--- config.mk ---
export PLATFORM = sky130hd
export DESIGN_NAME = pwin_sched
export DESIGN_NICKNAME = d
export VERILOG_FILES = /design/src/rtl/pwin_pkg.sv /design/src/rtl/pwin_window.sv /design/src/rtl/pwin_defq.sv /design/src/rtl/pwin_sched.sv
export SDC_FILE = /design/constraint.sdc
export NUM_CORES = 1
export LEC_CHECK = 0
export ABC_CLOCK_PERIOD_IN_PS = 3650
export BUFFER_PORTS_ARGS = -buffer_cell sky130_fd_sc_hd__buf_4
export CORE_MARGIN = 2
export CORE_UTILIZATION = 27
export CTS_CLUSTER_DIAMETER = 60
export DETAILED_ROUTE_END_ITERATION = 7
export PLACE_DENSITY_LB_ADDON = 0.08
export SLEW_MARGIN = 20
export SYNTH_ARGS = -nofsm -noshare
export SYNTH_HDL_FRONTEND = slang
export SYNTH_SLANG_ARGS = --single-unit
--- constraint.sdc ---
create_clock -name clk -period 3.65 [get_ports clk]
set_clock_uncertainty 0.15 [all_clocks]
set_input_delay 0.365 -clock clk [delete_from_list [all_inputs] [get_ports clk]]
set_output_delay 0.365 -clock clk [all_outputs]
set_load 0.01 [all_outputs]
--- src/rtl/pwin_pkg.sv ---
package pwin_pkg;
  typedef enum logic [1:0] {
    WIN_IDLE = 2'b00,
    WIN_MEM  = 2'b01,
    WIN_ACT  = 2'b10
  } win_e;

  function automatic win_e decode_win(input logic [1:0] code);
    case (code)
      2'b00:   return WIN_IDLE;
      2'b01:   return WIN_MEM;
      default: return WIN_ACT;
    endcase
  endfunction
endpackage

--- src/rtl/pwin_window.sv ---
module pwin_window
  import pwin_pkg::*;
(
  input  logic       clk,
  input  logic       rst,
  input  logic       strobe,
  input  logic [1:0] code,
  output win_e       win
);
  always_ff @(posedge clk) begin
    if (rst)         win <= WIN_IDLE;
    else if (strobe) win <= decode_win(code);
  end


  win_hold_chk: assert property (@(posedge clk) disable iff (rst)
    !strobe |=> $stable(win));

  win_unknown_chk: assert property (@(posedge clk) disable iff (rst)
    (strobe && code == 2'b11) |=> win == WIN_ACT);
endmodule

--- src/rtl/pwin_defq.sv ---
module pwin_defq #(
  parameter int DW       = 16,
  parameter int DEPTH    = 16,
  parameter int AF_LEVEL = 12
) (
  input  logic                       clk,
  input  logic                       rst,
  input  logic                       wr_en,
  input  logic [DW-1:0]              wr_data,
  input  logic                       rd_en,
  output logic [DW-1:0]              rd_data,
  output logic [$clog2(DEPTH):0]     count,
  output logic                       urgent
);
  localparam int AW = $clog2(DEPTH);
  localparam int CW = AW + 1;

  logic [DW-1:0] mem [DEPTH];
  logic [AW-1:0] wp, rp;
  logic          do_wr;
  logic [CW-1:0] cnt_n;

  always_comb begin
    do_wr = wr_en && ((count < CW'(DEPTH)) || rd_en);
    cnt_n = count + CW'(do_wr) - CW'(rd_en);
  end

  always_ff @(posedge clk) begin
    if (do_wr) mem[wp] <= wr_data;
  end

  assign rd_data = mem[rp];

  always_ff @(posedge clk) begin
    if (rst) begin
      wp     <= '0;
      rp     <= '0;
      count  <= '0;
      urgent <= 1'b0;
    end else begin
      if (do_wr) wp <= wp + 1'b1;
      if (rd_en) rp <= rp + 1'b1;
      count  <= cnt_n;
      urgent <= (cnt_n >= CW'(AF_LEVEL)) || (urgent && cnt_n != '0);
    end
  end


  no_overflow_chk: assert property (@(posedge clk) disable iff (rst)
    count <= CW'(DEPTH));

  pop_nonempty_chk: assert property (@(posedge clk) disable iff (rst)
    rd_en |-> count != '0);
endmodule

--- src/rtl/pwin_sched.sv ---
module pwin_sched
  import pwin_pkg::*;
#(
  parameter int DW       = 16,
  parameter int DEPTH    = 16,
  parameter int AF_LEVEL = 12
) (
  input  logic          clk,
  input  logic          rst,
  input  logic          win_strobe,
  input  logic [1:0]    win_code,
  input  logic          req_valid,
  input  logic          req_crit,
  input  logic          req_irq,
  input  logic [DW-1:0] req_data,
  output logic          out_valid,
  output logic          out_irq,
  output logic [DW-1:0] out_data,
  output logic [1:0]    cur_window
);
  localparam int CW  = $clog2(DEPTH) + 1;
  localparam int MEM = 0;
  localparam int IRQ = 1;

  win_e win;
  pwin_window u_win (.clk(clk), .rst(rst), .strobe(win_strobe), .code(win_code), .win(win));
  assign cur_window = win;

  logic          crit_in;
  logic [1:0]    push, pop, elig, urg;
  logic [DW-1:0] rdat [2];
  logic [CW-1:0] cnt  [2];

  assign crit_in = req_valid && req_crit;

  for (genvar c = 0; c < 2; c++) begin : g_class
    assign push[c] = req_valid && !req_crit && (req_irq == (c == IRQ));
    if (c == IRQ) begin : g_irq
      assign elig[c] = (cnt[c] != '0) && (win == WIN_ACT || urg[c]);
    end else begin : g_mem
      assign elig[c] = (cnt[c] != '0) && (win != WIN_IDLE || urg[c]);
    end
    pwin_defq #(.DW(DW), .DEPTH(DEPTH), .AF_LEVEL(AF_LEVEL)) u_q (
      .clk(clk), .rst(rst), .wr_en(push[c]), .wr_data(req_data),
      .rd_en(pop[c]), .rd_data(rdat[c]), .count(cnt[c]), .urgent(urg[c]));
  end

  always_comb begin
    pop[IRQ] = !crit_in && elig[IRQ];
    pop[MEM] = !crit_in && !elig[IRQ] && elig[MEM];
  end

  always_ff @(posedge clk) begin
    if (rst) begin
      out_valid <= 1'b0;
      out_irq   <= 1'b0;
      out_data  <= '0;
    end else begin
      out_valid <= crit_in || (pop != 2'b00);
      if (crit_in) begin
        out_irq  <= req_irq;
        out_data <= req_data;
      end else if (pop[IRQ]) begin
        out_irq  <= 1'b1;
        out_data <= rdat[IRQ];
      end else if (pop[MEM]) begin
        out_irq  <= 1'b0;
        out_data <= rdat[MEM];
      end
    end
  end


  reset_quiet_chk: assert property (@(posedge clk)
    rst |=> !out_valid);

  crit_pass_chk: assert property (@(posedge clk) disable iff (rst)
    crit_in |=> out_valid && out_data == $past(req_data) && out_irq == $past(req_irq));

  mem_hold_chk: assert property (@(posedge clk) disable iff (rst)
    (win == WIN_IDLE && !urg[MEM]) |-> !pop[MEM]);

  irq_hold_chk: assert property (@(posedge clk) disable iff (rst)
    (win != WIN_ACT && !urg[IRQ]) |-> !pop[IRQ]);

  override_drain_chk: assert property (@(posedge clk) disable iff (rst)
    (urg[MEM] && cnt[MEM] != '0 && !crit_in) |=> out_valid);
endmodule

==> metrics.txt <==
Vias=between 10000 and 15000; hold path depth=1; HP Start=req_data[11]; cell mode on critical path=inv_1; Hold WS=~0.052 ns; switching part of the total=0.261; syn nets=about 1200; R2R depth=16; CTS clock-pin slew for the worst setup and hold paths=0.06 ns; Tot Pwr=between 15000 and 20000 uW; Power Density=between 600 and 700 nW/um2; prevailing post-synth register cell=edfxtp_1; DRC violations left=0; Final GP Congestion=slightly above 0.7; crit path time final=between 3 and 4 ns; Ports=between 40 and 50; Switch Pwr=about 4400 uW; ranking of synthesized cells by area=edfxtp_1 69%, mux4_2 13%, dfxtp_1 5.0%; drt pass-1 iters=5; FF+latch count, synth=568; Crit. End Element=flip-flop; Fin. Hold Viols=0; core footprint=roughly 82000 um2; Hold WC Path Type=in -> reg; RSZ-0062 raised after global routing=no; R2R Path Start=g_class[0].u_q.count[3]$_SDFF_PP0_; CTS H-Tree Depth=3; crit path max fanout=4; CP Launch Type=flip-flop; grt ovf=0; first-pass GRT wire length=around 87000 um; most frequent cell after synthesis=edfxtp_1; initial antenna violation count=0; Clock Power Share=0.393; CTS root buffer=clkbuf_16; share of post-route cells with drive strength above 1=0.293; PortBufs=43; cts bufs inserted=68; CTS Buffer Depth=3; slowest cell on the critical path=or4b_4; Cells after Synth=1123; Worst EP required=3.98 ns; cell chain of the critical path=inv_1 -> ha_1 -> or4b_4 -> o31a_1 -> nand3_1 -> inv_1 -> ha_1 -> inv_1 -> ha_1 -> inv_1 -> fa_1 -> nor2b_1 -> o21bai_1 -> a21oi_1 -> nor3b_1 -> a2111o_1; Syn Std Cell Area=approximately 22000 um2; Worst R2R End=g_class[0].u_q.urgent$_SDFF_PP0_; Seq/Total Area, Yosys=0.739; max-cap viol count=0; setup violators final=0; area leader, netlist=edfxtp_1; TritonCTS clock tree=done; Layout area overhead=19.3%; number of global-route vias before repair=11700; count of different cell masters after synthesis=56; Sequential Power Share=0.447; syn avg cell area=about 20 um2; static leakage=~0.0085 uW; Max Freq=0.294 GHz; full die area=85000 um2; worst slew pin tran=between 0.9 and 1 ns; Synthesis Warnings=0; Tcrit/Tclk final=0.931; EDFF count, synth=roughly 500; reg2reg setup slack=about 0.25 ns; worst path arrival time=approximately 3.7 ns; pin count of the biggest net entering global routing=55; internal cell power=12500 uW; WL/cell=roughly 25 um; relative slew slack=0.367; Detailed Route WL=between 50000 and 60000 um; DP HPWL=around 35000 um; worst skew pair latency=0.59 ns; vias per inst=4.66; final slew viol count=0; Die W=292 um; status=complete, no violations; FFs w/ async S/R, synth=0; Nets=around 1300; Rows=105; Die Y=roughly 290 um; most frequent cells after synthesis=512 x edfxtp_1, 126 x mux4_2, 56 x dfxtp_1, 36 x nor2_1; crit-path max cell delay=~0.47 ns; share of the synthesized area in the top cell type=0.689; starting density of the core=0.272; CTS Sinks=between 500 and 600; Comb power frac=0.160; worst vdd ir=0.340 mV; Worst Hold End=g_class[1].u_q.mem[14][11]$_DFFE_PP_; critical path class=reg -> reg; drt initial violations=around 760; Total GRT Usage=0.142; Routed Antenna Nets=0
## power groups by stage
stage               clock [uW]  combinational (uW)  sequential [uW]
floorplan                    0                1800             7560
global placement             0                2710             7710
detailed placement           0                2710             7710
CTS                       6870                2730             7580
global route              7100                2970             7600
finish                    6640                2700             7560
## area by class of cell
cell class / instances / area [um2]
fillers: 7890 / 55400
clock inverters: 30 / 288
diodes: 2 / 5.00
flip-flops and latches: 568 / 16500
inverters: 35 / 131
multi-input cells: 460 / 5460
well taps: 1070 / 1340
clock buffers: 92 / 1900
repair buffers: 124 / 998
## per-layer routing
layer	part of all wire	global-route usage
met5	0	0
met4	0.022	0.0390
met3	0.031	0.0259
met2	0.48	0.231
met1	0.47	0.196
## flip-flops by register name, indices dropped and copies added (netlist names), named ones only
name,count
g_class.u_q.mem,512
out_data,16
g_class.u_q.count,10
g_class.u_q.rp,8
g_class.u_q.wp,8
g_class.u_q.urgent,2
u_win.win,2
out_irq,1
out_valid,1
## logic make-up (layout without fill, tap and decap cells)
family	Yosys count	after routing	share of synthesized area
AOI/OAI and AO/OA	118	118	0.0402
DFF	568	568	0.739
other	0	2	0
buffers and inverters	95	281	0.0194
muxes	164	164	0.145
xor gates and xnor gates	14	14	0.00549
and+or+nand+nor	140	140	0.0365
adders and majority gates	24	24	0.0141
## layout by cell type, fill, tap and decap left out, types with 5 or more instances in the layout
cell type      instances
xor2_1                10
nor2b_1               13
mux2i_1               20
dfxtp_1               51
clkbuf_16             69
dlygate4sd3_1          7
buf_4                113
nand2_1               14
nor2_1                32
ha_1                  22
nand2b_1               5
nand3_1               13
clkbuf_8               9
mux4_2               126
o21ai_0                6
a221oi_1               8
a22oi_1               35
mux2_2                18
clkinv_1               8
a2bb2oi_1             11
clkbuf_1              14
a21o_1                13
nor3_1                 9
a21oi_1               10
and2_1                10
edfxtp_1             512
and4b_1                8
inv_1                 35
clkinv_2               9
a31oi_1               12
## worst max-delay path by stage
stage / start / end / slack, ns / depth (start not counted)
floorplan: g_class[1].u_q.count[3]$_SDFF_PP0_ / g_class[0].u_q.mem[3][0]$_DFFE_PP_ / -0.12 / 7
global placement: g_class[0].u_q.count[3]$_SDFF_PP0_ / g_class[0].u_q.urgent$_SDFF_PP0_ / 0.20 / 16
detailed placement: g_class[0].u_q.count[2]$_SDFF_PP0_ / g_class[0].u_q.urgent$_SDFF_PP0_ / 0.17 / 16
CTS: g_class[0].u_q.count[2]$_SDFF_PP0_ / g_class[0].u_q.urgent$_SDFF_PP0_ / 0.14 / 16
global route: g_class[0].u_q.count[3]$_SDFF_PP0_ / g_class[0].u_q.urgent$_SDFF_PP0_ / 0.002 / 16
finish: g_class[0].u_q.count[3]$_SDFF_PP0_ / g_class[0].u_q.urgent$_SDFF_PP0_ / 0.25 / 16
## repair_timing
item / in CTS / in global routing
hold buffers: 7 / 0
endpoints found under the hold margin: 5 / 0
endpoints found under the setup margin: 0 / 1
buffers inserted: 0 / 3
gates resized for setup: 0 / 1
## worst max-delay path, delay by kind of cell, from the launching register on
kind / cells / cell delay [ns]
buffers and inverters: 4 / 0.23
DFF: 1 / 0.32
AOI/OAI and AO/OA: 4 / 0.82
adders and majority gates: 4 / 0.97
and+or+nand+nor: 4 / 0.79
## metrics by stage
step	cells	area [um2]	TNS, ns	utilization	setup slack (ns)
after floorplan	1123	22300	-3.85	-	-0.120
after global placement	2247	24300	0	0.297	0.202
after detailed placement	2247	24300	0	0.297	0.166
after CTS	2376	26600	0	0.324	0.138
after global routing	2379	26600	0	0.325	0.00175
final	2381	26600	0	0.325	0.254
Power figures use the tool's default switching activity.
